## config.mk

```make
export PLATFORM = sky130hd
export DESIGN_NAME = sig_sampler
export DESIGN_NICKNAME = d
export VERILOG_FILES = /design/src/rtl/samp_pkg.sv /design/src/rtl/samp_sync.sv /design/src/rtl/samp_rate.sv /design/src/rtl/samp_fifo.sv /design/src/rtl/sig_sampler.sv
export SDC_FILE = /design/constraint.sdc
export NUM_CORES = 1
export LEC_CHECK = 0
export ABC_AREA = 0
export BUFFER_PORTS_ARGS = -buffer_cell sky130_fd_sc_hd__buf_2
export CAP_MARGIN = 20
export CORE_MARGIN = 2
export CORE_UTILIZATION = 45
export CTS_CLUSTER_DIAMETER = 80
export DETAILED_ROUTE_END_ITERATION = 7
export GPL_ROUTABILITY_DRIVEN = 0
export HOLD_SLACK_MARGIN = 0.05
export SLEW_MARGIN = 20
export SYNTH_ARGS = -nofsm -noshare
export SYNTH_HDL_FRONTEND = slang
export SYNTH_HIERARCHICAL = 1
export SYNTH_SLANG_ARGS = --single-unit
```

## constraint.sdc

```tcl
create_clock -name clk -period 7.7 [get_ports clk]
set_input_delay 1.54 -clock clk [delete_from_list [all_inputs] [get_ports clk]]
set_output_delay 1.54 -clock clk [all_outputs]
set_load 0.005 [all_outputs]
```

## src/rtl/samp_pkg.sv

```systemverilog
// Shared types for the packed bus sampler.
// Assumes: address field carries A5..A1 with A1 in its LSB.
package samp_pkg;

    localparam int ADDR_BITS = 5;

    // One packed sample; read enable sits in bit 0.
    typedef struct packed {
        logic [ADDR_BITS-1:0] addr;
        logic                 up_wr_n;
        logic                 lo_wr_n;
        logic                 rd_en_n;
    } samp_byte_t;

    localparam int SAMP_W = $bits(samp_byte_t);

endpackage

```

## src/rtl/samp_sync.sv

```systemverilog
// Multi-stage synchroniser for a bundle of asynchronous inputs.
// Assumes: each bit changes slowly relative to clk; bits are sampled
// together so a bundle word is taken from a single edge.
module samp_sync #(
    parameter int WIDTH  = 8,
    parameter int STAGES = 2
) (
    input  logic             clk,
    input  logic             rst_n,
    input  logic [WIDTH-1:0] d_in,
    output logic [WIDTH-1:0] d_out
);

    logic [WIDTH-1:0] stg [STAGES];

    genvar g;
    generate
        for (g = 0; g < STAGES; g++) begin : g_stage
            if (g == 0) begin : g_first
                // First flop stage captures the raw inputs.
                always_ff @(posedge clk) begin
                    if (!rst_n) stg[0] <= '0;
                    else        stg[0] <= d_in;
                end
            end else begin : g_next
                // Later stages shift the word along the chain.
                always_ff @(posedge clk) begin
                    if (!rst_n) stg[g] <= '0;
                    else        stg[g] <= stg[g-1];
                end
            end
        end
    endgenerate

    assign d_out = stg[STAGES-1];

endmodule

```

## src/rtl/samp_rate.sv

```systemverilog
// Sample-rate divider: asserts tick once every div_val clocks while enabled.
// Assumes: div_val of 0 means 1; the counter restarts from zero whenever
// enable is low, so the first tick comes in the div_val-th enabled cycle.
module samp_rate #(
    parameter int DIV_W = 16
) (
    input  logic             clk,
    input  logic             rst_n,
    input  logic             en,
    input  logic [DIV_W-1:0] div_val,
    output logic             tick
);

    logic [DIV_W-1:0] cnt;
    logic [DIV_W-1:0] lim_m1;

    // Period minus one, with zero folded onto one.
    always_comb begin
        if (div_val == '0) lim_m1 = '0;
        else               lim_m1 = div_val - DIV_W'(1);
    end

    assign tick = en && (cnt >= lim_m1);

    // Count enabled cycles and wrap at the period.
    always_ff @(posedge clk) begin
        if (!rst_n || !en) cnt <= '0;
        else if (tick)     cnt <= '0;
        else               cnt <= cnt + DIV_W'(1);
    end

endmodule

```

## src/rtl/samp_fifo.sv

```systemverilog
// Synchronous byte FIFO with a first-word-fall-through output.
// Assumes: DEPTH is a power of two; a write while full is refused even
// if a read happens in the same cycle.
module samp_fifo #(
    parameter int WIDTH = 8,
    parameter int DEPTH = 16
) (
    input  logic             clk,
    input  logic             rst_n,
    input  logic             wr_en,
    input  logic [WIDTH-1:0] wr_data,
    output logic             full,
    output logic [WIDTH-1:0] rd_data,
    output logic             rd_valid,
    input  logic             rd_ready
);

    localparam int AW = $clog2(DEPTH);
    localparam int CW = $clog2(DEPTH + 1);

    logic [WIDTH-1:0] mem [DEPTH];
    logic [AW-1:0]    wr_ptr, rd_ptr;
    logic [CW-1:0]    count;
    logic             do_wr, do_rd;

    assign full     = (count == CW'(DEPTH));
    assign rd_valid = (count != '0);
    assign rd_data  = mem[rd_ptr];
    assign do_wr    = wr_en && !full;
    assign do_rd    = rd_valid && rd_ready;

    // Storage write; no reset needed on the data array.
    always_ff @(posedge clk) begin
        if (do_wr) mem[wr_ptr] <= wr_data;
    end

    // Pointer and occupancy bookkeeping.
    always_ff @(posedge clk) begin
        if (!rst_n) begin
            wr_ptr <= '0;
            rd_ptr <= '0;
            count  <= '0;
        end else begin
            if (do_wr) wr_ptr <= wr_ptr + AW'(1);
            if (do_rd) rd_ptr <= rd_ptr + AW'(1);
            case ({do_wr, do_rd})
                2'b10:   count <= count + CW'(1);
                2'b01:   count <= count - CW'(1);
                default: count <= count;
            endcase
        end
    end

endmodule

```

## src/rtl/sig_sampler.sv

```systemverilog
// Top level: synchronise eight bus lines, pack them into one byte at the
// divided sample rate, queue the bytes and flag any that are dropped.
// Assumes: cap_en and div_val are synchronous to clk; the observed lines
// are asynchronous.
module sig_sampler
    import samp_pkg::*;
#(
    parameter int DIV_W       = 16,
    parameter int FIFO_DEPTH  = 16,
    parameter int SYNC_STAGES = 2
) (
    input  logic                 clk,
    input  logic                 rst_n,
    input  logic                 cap_en,
    input  logic [DIV_W-1:0]     div_val,
    input  logic                 rd_en_n_in,
    input  logic                 lo_wr_n_in,
    input  logic                 up_wr_n_in,
    input  logic [ADDR_BITS-1:0] addr_in,
    output logic [SAMP_W-1:0]    out_data,
    output logic                 out_valid,
    input  logic                 out_ready,
    output logic                 overrun
);

    samp_byte_t raw_word;
    logic [SAMP_W-1:0] sync_word;
    logic sample_tick;
    logic fifo_full;
    logic en_q;
    logic cap_start;

    // Pack the raw lines in the output bit order before synchronising.
    always_comb begin
        raw_word.addr    = addr_in;
        raw_word.up_wr_n = up_wr_n_in;
        raw_word.lo_wr_n = lo_wr_n_in;
        raw_word.rd_en_n = rd_en_n_in;
    end

    samp_sync #(.WIDTH(SAMP_W), .STAGES(SYNC_STAGES)) u_sync (
        .clk   (clk),
        .rst_n (rst_n),
        .d_in  (raw_word),
        .d_out (sync_word)
    );

    samp_rate #(.DIV_W(DIV_W)) u_rate (
        .clk     (clk),
        .rst_n   (rst_n),
        .en      (cap_en),
        .div_val (div_val),
        .tick    (sample_tick)
    );

    samp_fifo #(.WIDTH(SAMP_W), .DEPTH(FIFO_DEPTH)) u_fifo (
        .clk      (clk),
        .rst_n    (rst_n),
        .wr_en    (sample_tick),
        .wr_data  (sync_word),
        .full     (fifo_full),
        .rd_data  (out_data),
        .rd_valid (out_valid),
        .rd_ready (out_ready)
    );

    assign cap_start = cap_en && !en_q;

    // Remember the previous enable level to detect a restart.
    always_ff @(posedge clk) begin
        if (!rst_n) en_q <= 1'b0;
        else        en_q <= cap_en;
    end

    // Sticky overrun: set on a dropped sample, cleared on restart.
    always_ff @(posedge clk) begin
        if (!rst_n)                        overrun <= 1'b0;
        else if (sample_tick && fifo_full) overrun <= 1'b1;
        else if (cap_start)                overrun <= 1'b0;
    end

endmodule

```

==> summary.md, run 1 <==
| Metric | Value |
|---|---|
| Outcome | `completed` |
| Max Fclk | `~160 MHz` |
| Synthesized area per cell | `14.9 um2` |
| Cell Count Post-Placement | `759` |
| Postcts setup bufs | `0` |
| Die width | `~130 um` |
| Clock skew | `a little under 0.01 ns` |
| Final Hold Vio Count | `0` |
| Maximum vdd drop | `0.000135 V` |
| DP HPWL | `slightly below 10000 um` |
| Skew-Pair Late Insertion Delay | `roughly 0.42 ns` |
| CTS sink cnt | `179` |
| Setup violators final | `0` |
| CP Launch Type | `input pin` |
| Max_slew headroom | `0.398` |
| Worst Hold Depth | `1` |
| Largest net degree at the start of global routing | `40` |
| Worst path cell trace | `buf_2 -> nor3_1 -> nand2_1 -> or4_1 -> nor3_1 -> a21oi_1 -> ha_1 -> nand4_1 -> a211oi_1 -> nand3_1 -> a31oi_1 -> a21boi_1 -> inv_1 -> ha_1 -> xor2_1 -> ha_1 -> nor4b_1 -> a211oi_1 -> o32ai_1 -> mux2i_1` |
| Core area | `between 15000 and 20000 um2` |
| Delay-heaviest family, CP | `simple AND/OR/NAND/NOR gates` |
| Final instance area | `between 8000 and 9000 um2` |
| Pre-CTS setup slack | `1.08 ns` |
| Clk buf depth | `2` |
| Area Growth Syn to Fin | `13.3%` |
| Slowest stage delay, CP | `~0.59 ns` |
| Layout cells sized above 1 | `0.229` |
| Clk slew on worst S/H paths | `0.07 ns` |
| # resized after CTS | `0` |
| Initial antenna violation count | `0` |
| CP Class | `input pin to register` |
| Maximum fanout along the worst path | `9` |
| Synthesized netlist cell count | `approximately 520` |
| Die Height | `around 130 um` |
| CTS Hold Buffers Added | `0` |
| Total Nets Final | `around 610` |
| PwrDens | `roughly 220 nW/um2` |
| Final Non-Filler Cells | `approximately 800` |
| # IOs | `38` |
| Critical path depth in cells | `20` |
| CTS tree | `yes` |
| Leak | `3.01 nW` |
| Hold Slack | `roughly 0.44 ns` |
| Tot GR Track Use | `0.170` |
| Ys async rst share | `0` |
| Setup TNS | `0 ns` |
| Row Count | `47` |
| Total grt overflow | `0` |
| Slowest CP cell | `a21boi_1` |
| Critical Path AT | `roughly 6.6 ns` |
| Cell variety after synth | `46` |
| Drt drc | `0` |
| Core Util, Final | `0.523` |
| Synthesis warning total | `6` |
| Pins Over Slew Limit | `0` |
| WP buf/inv | `2` |
| Unrepaired setup endpoints after global routing | `false` |
| Total number of vias | `between 4k and 5k` |
| Via/cell ratio | `about 5.3` |
| Main synth FF type | `edfxtp_1` |
| Worst Hold Class | `register to register` |
| First-pass GRT wire length | `roughly 23000 um` |
| Worst slew pin tran | `around 0.90 ns` |
| Final min period | `about 6.3 ns` |
| Initial cell density of the core | `0.462` |
| Worst R2R Path Depth | `14` |
| Post-synthesis sequential area ratio | `0.635` |
| Synthesized cell area | `roughly 7700 um2` |
| Tot Pwr | `1.95 mW` |
| CP most frequent cell | `ha_1` |
| Placed inst area | `roughly 8100 um2` |
| Drt wl/cell | `around 18 um` |
| PnR worst setup slack | `around 1.4 ns` |
| #FFs+latches synth | `~180` |
| First drt pass iteration count | `4` |
| Root buf cell | `clkbuf_16` |
| Syn_nets | `569` |
| Max Cap Viol | `0` |
| DRT iter0 DRCs | `261` |
| Number of port buffers | `37` |
| Die area | `roughly 18000 um2` |
| Post-route ant nets | `0` |
| Vias in the first global route | `4318` |
| Antenna diodes | `0` |
| Endpoint class of the critical path | `register` |
| H-tree Lvls | `4` |
| Total CTS buffers | `17` |
| Fin crit share | `0.813` |
| Req. time, crit path | `just over 8 ns` |
| Post-synth EDFFs | `approximately 130` |
| Drt total wl | `between 10000 and 15000 um` |
-- per-layer routing --
metal	part of all wire	global-route usage	wire [um]
met1	0.45	0.226	6380
met2	0.50	0.282	7030
met3	0.037	0.0351	526
met5	0	0	0
met4	0.013	0.0579	182
-- final cells by class --
| cell class | count | area, um2 |
|---|---|---|
| fill | 1418 | 7910 |
| sequential | 179 | 4870 |
| multi-input combinational | 304 | 2650 |
| clock buffer | 18 | 429 |
| tap | 220 | 275 |
| timing repair buffer | 43 | 230 |
| clock inverter | 14 | 176 |
| inverter | 13 | 48.8 |
-- synth_stat cells (4+ instances only) --
cell type / count / area share
nor2b_1: 5 / 0.0041
inv_1: 13 / 0.0064
and2_1: 16 / 0.013
xnor2_1: 15 / 0.017
nor3_1: 13 / 0.0085
ha_1: 26 / 0.042
nand2b_1: 6 / 0.0049
mux4_2: 40 / 0.12
mux2i_1: 5 / 0.0065
edfxtp_1: 128 / 0.50
and2_2: 13 / 0.013
nand4_1: 8 / 0.0065
xor2_1: 17 / 0.019
buf_2: 4 / 0.0026
a21oi_1: 10 / 0.0065
nand3_1: 7 / 0.0046
clkbuf_1: 11 / 0.0054
nor2_1: 43 / 0.021
nand2_1: 39 / 0.019
dfxtp_1: 51 / 0.13
or3_1: 4 / 0.0033
-- worst register-to-register path: stages (launching register included) --
cell	delay (ns)
dfxtp_1	0.36
ha_1	0.33
nand4_1	0.16
a211oi_1	0.34
nand3_1	0.13
a31oi_1	0.33
a21boi_1	0.59
inv_1	0.10
ha_1	0.24
xor2_1	0.15
ha_1	0.22
nor4b_1	0.38
a211oi_1	0.11
o32ai_1	0.32
mux2i_1	0.22
-- cells in the final DEF (no fill, tap or decap), types with 15 or more instances in the layout --
cell / synthesis / routed
and2_1: 16 / 16
buf_2: 4 / 37
clkbuf_16: 0 / 17
dfxtp_1: 51 / 50
edfxtp_1: 128 / 128
ha_1: 26 / 26
mux4_2: 40 / 40
nand2_1: 39 / 39
nor2_1: 43 / 43
xnor2_1: 15 / 15
xor2_1: 17 / 17
-- kinds of logic after synthesis --
family	Yosys count	synth area share
fa+ha+maj	26	0.0425
compound gates	29	0.0248
buf+inv	32	0.0183
simple gates	172	0.118
xor+xnor	32	0.0366
flops	179	0.635
mux	45	0.124
-- flip-flops by register name, summed over array words and instances (netlist names), named ones only --
name,count
u_fifo/mem,128
u_rate/cnt,16
u_sync/stg,16
u_fifo/count,5
u_fifo/rd_ptr,4
u_fifo/wr_ptr,4
en_q,1
overrun,1
-- where the power goes --
| group | switching [mW] | internal (mW) |
|---|---|---|
| logic | 0.0201 | 0.0169 |
| clock network | 0.358 | 0.515 |
| registers | 0.00804 | 1.03 |
-- final timing paths --
path	start	endpoint	slack [ns]
setup / recovery	div_val[7]	u_fifo/count[4]	1.44
hold / removal	u_sync/stg[0][6]	u_sync/stg[1][6]	0.44
setup reg to reg	u_rate/cnt[10]	u_fifo/count[4]	3.64
hold reg to reg	u_sync/stg[0][6]	u_sync/stg[1][6]	0.44
Power figures use the tool's default switching activity.
==> run 2: changes to the inputs <==
--- a/config.mk
+++ b/config.mk
@@ -5,7 +5,7 @@
 export SDC_FILE = /design/constraint.sdc
 export NUM_CORES = 1
 export LEC_CHECK = 0
-export ABC_AREA = 0
+export ABC_AREA = 1
 export BUFFER_PORTS_ARGS = -buffer_cell sky130_fd_sc_hd__buf_2
 export CAP_MARGIN = 20
 export CORE_MARGIN = 2
==> constraint.sdc (replaced) <==
create_clock -name clk -period 5.7 [get_ports clk]
set_input_delay 1.14 -clock clk [delete_from_list [all_inputs] [get_ports clk]]
set_output_delay 1.14 -clock clk [all_outputs]
set_load 0.005 [all_outputs]
==> summary.md, run 2 <==
| Metric | Value |
|---|---|
| Cell variety after synth | `39 (was 46)` |
| Row Count | `49 (was 47)` |
| Total number of vias | `5391 (was 4195)` |
| Hold Crit Start | `u_sync/stg[0][0] (was u_sync/stg[0][6])` |
| Final min period | `around 4.4 ns` |
| Fin crit share | `0.780` |
| Synthesized cell area | `8180 um2 (was 7660 um2)` |
| Top post-synthesis cells by area | `edfxtp_1, dfxtp_1, inv_1 (was edfxtp_1, dfxtp_1, mux4_2)` |
| Most frequent cells in the layout | `edfxtp_1, inv_1, nand2_1 (was edfxtp_1, dfxtp_1, nor2_1)` |
| Post-synth EDFFs | `128 (unchanged)` |
| H-tree Lvls | `4 (unchanged)` |
| Max_slew headroom | `0.302 (was 0.398)` |
| Postcts setup bufs | `0 (unchanged)` |
| Clk slew on worst S/H paths | `0.06 ns (was 0.07 ns)` |
| Synthesized area per cell | `10.5 um2 (was 14.9 um2)` |
| Via/cell ratio | `5.11 (was 5.30)` |
| CTS sink cnt | `179 (unchanged)` |
| Leak | `3.60 nW (was 3.01 nW)` |
| Worst path cell trace | `buf_2 -> inv_1 -> ha_1 -> inv_1 -> nor3_1 -> nand4_1 -> o21ai_0 -> ha_1 -> nand2_1 -> inv_1 -> nand2_1 -> nor2_1 -> nor2_1 -> nand2_1 -> nand2_1 -> a21boi_0 -> nand2_4 -> inv_4 -> nand2_1 -> nor2_1 (was buf_2 -> nor3_1 -> nand2_1 -> or4_1 -> nor3_1 -> a21oi_1 -> ha_1 -> nand4_1 -> a211oi_1 -> nand3_1 -> a31oi_1 -> a21boi_1 -> inv_1 -> ha_1 -> xor2_1 -> ha_1 -> nor4b_1 -> a211oi_1 -> o32ai_1 -> mux2i_1)` |
| Worst slew pin tran | `1.05 ns (was 0.900 ns)` |
| Hold Slack | `0.410 ns (was 0.444 ns)` |
| Vias in the first global route | `5094 (was 4318)` |
| CP most frequent cell | `nand2_1 (was ha_1)` |
| First drt pass iteration count | `5 (was 4)` |
| Worst Hold Class | `register to register (unchanged)` |
| Skew-Pair Late Insertion Delay | `0.43 ns (was 0.42 ns)` |
| Tot GR Track Use | `0.177 (was 0.170)` |
| DRT iter0 DRCs | `345 (was 261)` |
| Die width | `139 um (was 134 um)` |
| Total Nets Final | `868 (was 612)` |
| Max Fclk | `between 200 and 250 MHz` |
| DP HPWL | `11100 um (was 9760 um)` |
| Initial antenna violation count | `0 (unchanged)` |
| Slowest CP cell | `nor2_1 (was a21boi_1)` |
| CP Launch Type | `input pin (unchanged)` |
| Setup TNS | `0 ns (unchanged)` |
| Setup violators final | `0 (unchanged)` |
| Layout cells sized above 1 | `0.123 (was 0.229)` |
| Antenna diodes | `0 (unchanged)` |
| Initial cell density of the core | `0.457 (was 0.462)` |
| Clk buf depth | `2 (unchanged)` |
| Drt total wl | `16600 um (was 14100 um)` |
| Cell with the most instances after synthesis | `edfxtp_1 (unchanged)` |
| Syn_nets | `835 (was 569)` |
| Die Height | `139 um (was 134 um)` |
| Synthesis warning total | `6 (unchanged)` |
| Max reg flops | `128 (unchanged)` |
| Pins Over Slew Limit | `0 (unchanged)` |
| Register Area | `4870 um2 (about the same)` |
| Core area | `17900 um2 (was 16600 um2)` |
| Synth top cells by count | `edfxtp_1, inv_1, nand2_1 (was edfxtp_1, dfxtp_1, nor2_1)` |
| Final Hold Vio Count | `0 (unchanged)` |
| # IOs | `38 (unchanged)` |
| # resized after CTS | `0 (unchanged)` |
| Maximum fanout along the worst path | `11 (was 9)` |
| Top cell type's share of synthesized area | `0.470 (was 0.502)` |
| Post-synthesis sequential area ratio | `0.595 (was 0.635)` |
| RR Startpoint | `u_rate/cnt[7] (was u_rate/cnt[10])` |
| Total CTS buffers | `17 (unchanged)` |
| CP Class | `input pin to register (unchanged)` |
| CTS tree | `yes (unchanged)` |
| Placed inst area | `8510 um2 (was 8070 um2)` |
| Die area | `19300 um2 (was 18100 um2)` |
| Outcome | `completed (unchanged)` |
| Pre-CTS setup slack | `0.869 ns (was 1.08 ns)` |
| Commonest non-fill, non-tap cell in the layout | `edfxtp_1 (unchanged)` |
| PnR worst setup slack | `1.25 ns (was 1.44 ns)` |
| Post-route ant nets | `0 (unchanged)` |
| Largest net degree at the start of global routing | `97 (was 40)` |
| Critical Path Start | `div_val[0] (was div_val[7])` |
| Area leader, netlist | `edfxtp_1 (unchanged)` |
| Top Registers | `u_fifo/mem: 128 flops, u_rate/cnt: 16 flops, u_sync/stg: 16 flops (unchanged)` |
| Slowest stage delay, CP | `0.71 ns (was 0.59 ns)` |
| Drt wl/cell | `15.7 um (was 17.9 um)` |
| Delay-heaviest family, CP | `simple AND/OR/NAND/NOR gates (unchanged)` |
| Endpoint class of the critical path | `register (unchanged)` |
| Maximum vdd drop | `0.000232 V (was 0.000135 V)` |
| WP buf/inv | `5 (was 2)` |
| Max Cap Viol | `0 (unchanged)` |
| Clock skew | `0.0100 ns (was 0.00978 ns)` |
| Filler instances | `1608 (was 1418)` |
| Multi-input gate area | `2740 um2 (was 2650 um2)` |
| Most flops, register | `u_fifo/mem (unchanged)` |
| Area Growth Syn to Fin | `11.1% (was 13.3%)` |
| Root buf cell | `clkbuf_16 (unchanged)` |
| Main synth FF type | `edfxtp_1 (unchanged)` |
| CTS Hold Buffers Added | `0 (unchanged)` |
| Synthesized netlist cell count | `781 (was 515)` |
| #FFs+latches synth | `179 (unchanged)` |
| Critical Path AT | `4.50 ns (was 6.61 ns)` |
| First-pass GRT wire length | `26500 um (was 23100 um)` |
| PwrDens | `363 nW/um2 (was 225 nW/um2)` |
| Drt drc | `0 (unchanged)` |
| Number of port buffers | `37 (unchanged)` |
| Unrepaired setup endpoints after global routing | `false (unchanged)` |
| Ys async rst share | `0 (unchanged)` |
| Final instance area | `9090 um2 (was 8680 um2)` |
| Total grt overflow | `0 (unchanged)` |
| Core Util, Final | `0.508 (was 0.523)` |
| Req. time, crit path | `5.75 ns (was 8.05 ns)` |
-- run 2: metrics by stage --
step | cells | total power, mW
6_report | 1056 | 3.30
5_1_grt | 1056 | 3.48
4_1_cts | 1055 | 3.31
3_5_place_dp | 1023 | 2.23
3_3_place_gp | 1023 | 2.22
2_1_floorplan | 781 | 2.05
-- run 2: logic make-up (layout without fill, tap and decap cells) --
kind of cell               Yosys count  in the layout  synth area share
DFF                                179            179             0.595
buffers and inverters              136            182            0.0705
and+or+nand+nor                    246            246             0.135
AOI/OAI and AO/OA                  140            140            0.0971
xor gates and xnor gates            22             22            0.0236
adders and majority gates           26             26            0.0398
muxes                               32             32            0.0392
-- run 2: routing by layer --
layer / share of wire / global-route usage / vias to the layer above
met1: 0.47 / 0.241 / 2547
met4: 0.015 / 0.0548 / 0
li1: - / - / 2719
met5: 0 / 0 / -
met3: 0.038 / 0.0380 / 23
met2: 0.47 / 0.288 / 102
-- run 2: power by group --
part	switching, mW	total (mW)	internal [mW]
Combinational	0.439	0.733	0.294
Sequential	0.0647	1.49	1.42
Clock	0.494	1.08	0.588
-- run 2: final cells by class --
class | instances | area share
inverters | 110 | 0.0457
flip-flops and latches | 179 | 0.536
multi-input cells | 466 | 0.302
well taps | 229 | 0.0315
clock inverters | 12 | 0.0102
repair buffers | 40 | 0.0251
clock buffers | 20 | 0.0503
-- run 2: path summary, 6_finish.rpt --
| check | end | slack, ns | depth (start not counted) |
|---|---|---|---|
| worst min register to register | u_sync/stg[1][0] | 0.41 | 2 |
| worst max register to register | u_fifo/mem[14][5] | 2.67 | 13 |
| worst min-delay path | u_sync/stg[1][0] | 0.41 | 2 |
| worst max-delay path | u_fifo/mem[14][5] | 1.25 | 20 |
-- run 2: worst min-delay path: stages (launching register included) --
cell,delay (ns)
dfxtp_1,0.30
nand2_1,0.04
inv_1,0.04
